--- config.mk ---
export PLATFORM = sky130hd
export DESIGN_NAME = simt_pred_unit
export DESIGN_NICKNAME = d
export VERILOG_FILES = /design/src/rtl/simt_pkg.sv /design/src/rtl/simt_cond_split.sv /design/src/rtl/simt_reconv_stack.sv /design/src/rtl/simt_pred_unit.sv
export SDC_FILE = /design/constraint.sdc
export NUM_CORES = 1
export LEC_CHECK = 0
export BUFFER_PORTS_ARGS = -buffer_cell sky130_fd_sc_hd__buf_2
export CORE_MARGIN = 2
export CORE_UTILIZATION = 45
export DETAILED_ROUTE_END_ITERATION = 16
export SYNTH_ARGS = -nofsm -noshare
export SYNTH_HDL_FRONTEND = slang
export SYNTH_SLANG_ARGS = --single-unit
--- constraint.sdc ---
create_clock -name clk -period 6.6 [get_ports clk]
set_clock_uncertainty 0.05 [all_clocks]
set_input_delay 1.32 -clock clk [delete_from_list [all_inputs] [get_ports clk]]
set_output_delay 1.32 -clock clk [all_outputs]
set_load 0.01 [all_outputs]
--- src/rtl/simt_pkg.sv ---
package simt_pkg;
  typedef enum logic [1:0] {
    OP_SEQ    = 2'b00,
    OP_JUMP   = 2'b01,
    OP_BRANCH = 2'b10,
    OP_RSVD   = 2'b11
  } op_e;
endpackage

--- src/rtl/simt_cond_split.sv ---
module simt_cond_split #(
  parameter int LANES = 8
) (
  input  logic [LANES-1:0] active,
  input  logic [LANES-1:0] cond,
  output logic [LANES-1:0] then_mask,
  output logic [LANES-1:0] else_mask,
  output logic             all_else,
  output logic             diverge
);
  always_comb begin
    then_mask = active & cond;
    else_mask = active & ~cond;
    all_else  = (then_mask == '0);
    diverge   = (then_mask != '0) && (else_mask != '0);
  end
endmodule

--- src/rtl/simt_reconv_stack.sv ---
module simt_reconv_stack #(
  parameter int DEPTH = 4,
  parameter int PCW   = 16,
  parameter int LANES = 8
) (
  input  logic             clk,
  input  logic             rst_n,
  input  logic             push,
  input  logic             pop,
  input  logic             flip,
  input  logic [PCW-1:0]   w_else_pc,
  input  logic [LANES-1:0] w_else_mask,
  input  logic [PCW-1:0]   w_reconv,
  input  logic [LANES-1:0] w_outer,
  output logic [PCW-1:0]   t_else_pc,
  output logic [LANES-1:0] t_else_mask,
  output logic [PCW-1:0]   t_reconv,
  output logic [LANES-1:0] t_outer,
  output logic             t_in_else,
  output logic             empty,
  output logic             full
);
  localparam int SPW = $clog2(DEPTH + 1);
  localparam int IXW = (DEPTH > 1) ? $clog2(DEPTH) : 1;

  logic [PCW-1:0]   else_pc_q   [DEPTH];
  logic [LANES-1:0] else_mask_q [DEPTH];
  logic [PCW-1:0]   reconv_q    [DEPTH];
  logic [LANES-1:0] outer_q     [DEPTH];
  logic [DEPTH-1:0] in_else_q;
  logic [SPW-1:0]   sp_q;
  logic [IXW-1:0]   top_ix;
  logic [IXW-1:0]   wr_ix;

  assign empty  = (sp_q == '0);
  assign full   = (sp_q == SPW'(DEPTH));
  assign top_ix = empty ? '0 : IXW'(sp_q - SPW'(1));
  assign wr_ix  = full ? '0 : IXW'(sp_q);

  assign t_else_pc   = else_pc_q[top_ix];
  assign t_else_mask = else_mask_q[top_ix];
  assign t_reconv    = reconv_q[top_ix];
  assign t_outer     = outer_q[top_ix];
  assign t_in_else   = in_else_q[top_ix];

  always_ff @(posedge clk or negedge rst_n) begin
    if (!rst_n) begin
      sp_q      <= '0;
      in_else_q <= '0;
      for (int i = 0; i < DEPTH; i++) begin
        else_pc_q[i]   <= '0;
        else_mask_q[i] <= '0;
        reconv_q[i]    <= '0;
        outer_q[i]     <= '0;
      end
    end else if (push && !full) begin
      else_pc_q[wr_ix]   <= w_else_pc;
      else_mask_q[wr_ix] <= w_else_mask;
      reconv_q[wr_ix]    <= w_reconv;
      outer_q[wr_ix]     <= w_outer;
      in_else_q[wr_ix]   <= 1'b0;
      sp_q               <= sp_q + SPW'(1);
    end else if (pop && !empty) begin
      sp_q <= sp_q - SPW'(1);
    end else if (flip && !empty) begin
      in_else_q[top_ix] <= 1'b1;
    end
  end
endmodule

--- src/rtl/simt_pred_unit.sv ---
module simt_pred_unit
  import simt_pkg::*;
#(
  parameter int LANES = 8,
  parameter int PCW   = 16,
  parameter int DEPTH = 4
) (
  input  logic             clk,
  input  logic             rst_n,
  input  logic             in_valid,
  output logic             in_ready,
  input  logic [1:0]       in_op,
  input  logic [PCW-1:0]   in_target,
  input  logic [PCW-1:0]   in_else_pc,
  input  logic [PCW-1:0]   in_reconv_pc,
  input  logic             cond_valid,
  output logic             cond_ready,
  input  logic [LANES-1:0] cond,
  output logic [PCW-1:0]   cur_pc,
  output logic [LANES-1:0] cur_mask,
  output logic             ovf_err
);
  logic [PCW-1:0]   pc_q, pc_d, cand_pc, pc_inc;
  logic [LANES-1:0] mask_q, mask_d;
  logic             err_q, err_d;
  logic             is_branch, fire;
  logic [LANES-1:0] then_m, else_m;
  logic             all_else, diverge;
  logic             push, pop, flip;
  logic [PCW-1:0]   top_else_pc, top_reconv;
  logic [LANES-1:0] top_else_mask, top_outer;
  logic             top_in_else, stk_empty, stk_full;

  assign is_branch  = (op_e'(in_op) == OP_BRANCH);
  assign in_ready   = !is_branch || cond_valid;
  assign cond_ready = in_valid && is_branch;
  assign fire       = in_valid && in_ready;
  assign pc_inc     = pc_q + PCW'(1);

  simt_cond_split #(.LANES(LANES)) u_split (
    .active    (mask_q),
    .cond      (cond),
    .then_mask (then_m),
    .else_mask (else_m),
    .all_else  (all_else),
    .diverge   (diverge)
  );

  simt_reconv_stack #(.DEPTH(DEPTH), .PCW(PCW), .LANES(LANES)) u_stack (
    .clk         (clk),
    .rst_n       (rst_n),
    .push        (push),
    .pop         (pop),
    .flip        (flip),
    .w_else_pc   (in_else_pc),
    .w_else_mask (else_m),
    .w_reconv    (in_reconv_pc),
    .w_outer     (mask_q),
    .t_else_pc   (top_else_pc),
    .t_else_mask (top_else_mask),
    .t_reconv    (top_reconv),
    .t_outer     (top_outer),
    .t_in_else   (top_in_else),
    .empty       (stk_empty),
    .full        (stk_full)
  );

  // Resolve the next PC the instruction itself asks for.
  always_comb begin
    cand_pc = pc_inc;
    case (op_e'(in_op))
      OP_JUMP:   cand_pc = in_target;
      OP_BRANCH: cand_pc = all_else ? in_else_pc : pc_inc;
      default:   cand_pc = pc_inc;
    endcase
  end

  // Split, reconvergence and plain stepping; a split has priority.
  always_comb begin
    pc_d   = pc_q;
    mask_d = mask_q;
    err_d  = err_q;
    push   = 1'b0;
    pop    = 1'b0;
    flip   = 1'b0;
    if (fire) begin
      if (is_branch && diverge) begin
        pc_d = pc_inc;
        if (stk_full) begin
          err_d = 1'b1;
        end else begin
          push   = 1'b1;
          mask_d = then_m;
        end
      end else if (!stk_empty && (cand_pc == top_reconv)) begin
        if (!top_in_else) begin
          flip   = 1'b1;
          pc_d   = top_else_pc;
          mask_d = top_else_mask;
        end else begin
          pop    = 1'b1;
          pc_d   = top_reconv;
          mask_d = top_outer;
        end
      end else begin
        pc_d = cand_pc;
      end
    end
  end

  always_ff @(posedge clk or negedge rst_n) begin
    if (!rst_n) begin
      pc_q   <= '0;
      mask_q <= '1;
      err_q  <= 1'b0;
    end else begin
      pc_q   <= pc_d;
      mask_q <= mask_d;
      err_q  <= err_d;
    end
  end

  assign cur_pc   = pc_q;
  assign cur_mask = mask_q;
  assign ovf_err  = err_q;
endmodule

==> reports/metrics.yaml <==
min_period_ns: 5.40
routed_wl_um: 33700
powerDensity_mw_per_mm2: 251
relSlewSlack: 0.285
place_ws_ns: 1.26
fin_util: 0.519
fp.dieH_um: 164
crit_fanout: 33
avgSynthCellArea_um2: 10.3
fin_nets: 1250
cts_tree: "built"
cts_setup_buffers: 0
setup_violations: 0
grt_max_degree: 179
multi_input_area_mm2: 0.00557
die_x_um: 164
cp-start-kind: "flip-flop"
p_leak_nw: 6.29
yosys_register_bits: 224
crit_chain: "inv_2 -> ha_1 -> mux2i_1 -> nand2b_1 -> o22ai_1 -> a221oi_1 -> a21oi_1 -> nand4b_1 -> nor4_4 -> nand3_4 -> or4_1 -> a22oi_1"
synth_edf_count: 0
vias_per_cell: 5.99
ctsResizeCount: 0
grt_use_total: 0.254
p_total_mw: 3.28
yosys_warnings: 0
area_growth_syn_to_layout_pct: 13.0
cpMaxStageDelayCell: "ha_1"
place_inst: 1485
clkTransAtPathRegs_ns: 0.07
post-dp-hpwl_um: 22200
post-route-drc-count: 0
synth_cell_type_count: 75
clock_sinks: 224
htreeDepth: 1
top_usage_layer: "met2"
timing.final.max_slew_violations: 0
arrival_ns: 5.81
drive_gt1_frac: 0.257
syn-num-nets: 1193
io_pins: 89
finalHoldViolations: 0
synth-async-reset-ratio: 1.00
fin_setup_tns_ns: 0
fin_crit_sh: 0.819
netlist_instances: 1125
cts_root_buf: "clkbuf_16"
register_area_mm2: 0.00562
hold_ws_ns: 0.424
ir_drop_mv: 0.176
antenna_found_initial: 1
finalWorstSetupSlack_ns: 1.20
clock_latency_ns: 0.55
fin_cells: 1527
slowest_delay_ns: 0.91
use_met2: 0.395
end_kind: "flip-flop"
worstSetupPathType: "flip-flop to flip-flop"
rsz0062_at_grt: "false"
drt_iter0_markers: 790
grt_pass1_wl_um: 52700
drt-pass1-iter-count: 6
grt-ovfl-total: 0
fin_area_mm2: 0.0131
clock.fmax_mhz: 185
cts_buffers: 25
netlist_area_mm2: 0.0116
grt_util_met1: 0.375
rows: 58
yosysSeqAreaShare: 0.486
num-fill-cells: 2376
tightest_slew_ns: 1.07
hp-class: "flip-flop to flip-flop"
place.port_buffers: 88
core-area_mm2: 0.0252
ant_nets: 0
place_area_mm2: 0.0122
met3_usage: 0.0328
grt_pass1_vias: 8964
antenna_cells: 0
hold_buffers: 0
drv_cap: 0
wl_per_cell_um: 22.1
die-area_mm2: 0.0270
status: "completed"
crit_required_ns: 7.01
ctsLongestPathBuffers: 3
gp_congestion: 0.919
vias: 9145
initial_core_util: 0.459
synthFlopType: "dfrtp_1"
Yosys cell counts, types with 4 or more instances:
cell type,number,share of area
dfrtp_1,216,0.47
nand2_1,207,0.067
mux2_2,134,0.13
a22oi_1,67,0.044
o21ai_0,61,0.026
clkbuf_1,53,0.017
a21oi_1,50,0.022
nor2_1,24,0.0078
o21ai_1,22,0.0095
o221ai_1,19,0.014
mux2i_1,18,0.016
nor3_1,16,0.0069
o22ai_1,15,0.0081
inv_1,14,0.0045
nand3_1,13,0.0056
nand2b_1,12,0.0065
and3_1,11,0.0060
nor2b_1,10,0.0054
xnor2_1,10,0.0076
o211ai_1,9,0.0058
xor2_1,9,0.0068
a22o_1,8,0.0061
and2_1,8,0.0043
dfstp_2,8,0.018
nand4_1,8,0.0043
a221oi_1,7,0.0053
a21o_1,6,0.0039
buf_6,6,0.0058
ha_1,6,0.0065
and4_1,5,0.0038
buf_2,5,0.0022
a221o_1,4,0.0035
a222oi_1,4,0.0035
buf_4,4,0.0026
critical path: cells and delay by family, from the launching register on:
family,cells,cell delay (ns)
multiplexers,1,0.47
buffers and inverters,1,0.33
AND/OR/NAND/NOR,5,1.92
flip-flops,1,0.65
adder cells (fa/ha/maj),1,0.91
AO/OA/AOI/OAI,4,0.98
cell families after synthesis:
| kind of cell | after synthesis | share of synthesized area |
|---|---|---|
| simple gates | 332 | 0.134 |
| compound gates | 303 | 0.177 |
| flops | 224 | 0.486 |
| mux | 153 | 0.147 |
| buf+inv | 88 | 0.0351 |
| xor+xnor | 19 | 0.0144 |
| fa+ha+maj | 6 | 0.00650 |
report_power, final:
group | total (mW) | switching, mW | internal, mW
Combinational | 0.418 | 0.277 | 0.141
Clock | 1.42 | 0.565 | 0.858
Sequential | 1.43 | 0.0398 | 1.39
Total | 3.28 | 0.882 | 2.39
state kept, by name, summed over array words and instances (netlist names), 3 cells and up:
| name | cells |
|---|---|
| u_stack.else_pc_q | 64 |
| u_stack.reconv_q | 64 |
| u_stack.else_mask_q | 32 |
| u_stack.outer_q | 32 |
| cur_pc | 16 |
| cur_mask | 8 |
| u_stack.in_else_q | 4 |
| u_stack.sp_q | 3 |
area by class of cell:
cell class              count  area share
flip-flops and latches    224       0.430
inverters                  15     0.00431
multi-input cells         813       0.426
clock buffers              34      0.0535
repair buffers            103      0.0441
clock inverters             8      0.0102
well taps                 330      0.0316
routing by layer:
layer  vias to the layer above  share of wire  wire [µm]
met5                         -              0          0
met4                         0          0.026        883
met3                        52          0.066       2230
met2                       284           0.45      15100
met1                      4586           0.46      15600
li1                       4223              -          -
cell usage in the layout (no fill, tap or decap), types with 5 or more instances in the layout:
cell,instances
nor2b_1,10
xor2_1,9
a21o_1,6
o21ai_1,22
a21oi_1,50
a22oi_1,67
nand3_1,10
nor2_1,22
mux2i_1,18
a221oi_1,7
o211ai_1,9
clkbuf_16,25
mux2_2,134
buf_4,14
nand2_1,207
o22ai_1,15
ha_1,6
inv_1,14
buf_2,87
and3_1,11
o21ai_0,61
and2_1,8
a22o_1,8
nand2b_1,12
xnor2_1,10
nor3_1,13
nand4_1,8
and4_1,5
dfstp_2,8
o221ai_1,19
clkbuf_1,5
dfrtp_1,216
final timing paths:
check                      slack (ns)  depth (start not counted)                                 to                               from
setup / recovery                 1.20                         12        u_stack.sp_q[2]$_DFFE_PN0P_        u_stack.sp_q[0]$_DFFE_PN0P_
hold / removal                   0.42                          2  u_stack.else_pc_q[63]$_DFFE_PN0P_  u_stack.else_pc_q[63]$_DFFE_PN0P_
setup reg to reg                 1.20                         12        u_stack.sp_q[2]$_DFFE_PN0P_        u_stack.sp_q[0]$_DFFE_PN0P_
hold reg to reg                  0.42                          2  u_stack.else_pc_q[63]$_DFFE_PN0P_  u_stack.else_pc_q[63]$_DFFE_PN0P_
max in group asynchronous        4.51                          2   u_stack.reconv_q[61]$_DFFE_PN0P_                              rst_n
min in group asynchronous        0.62                          1   u_stack.reconv_q[36]$_DFFE_PN0P_                              rst_n
(Power assumes the default switching activity.)
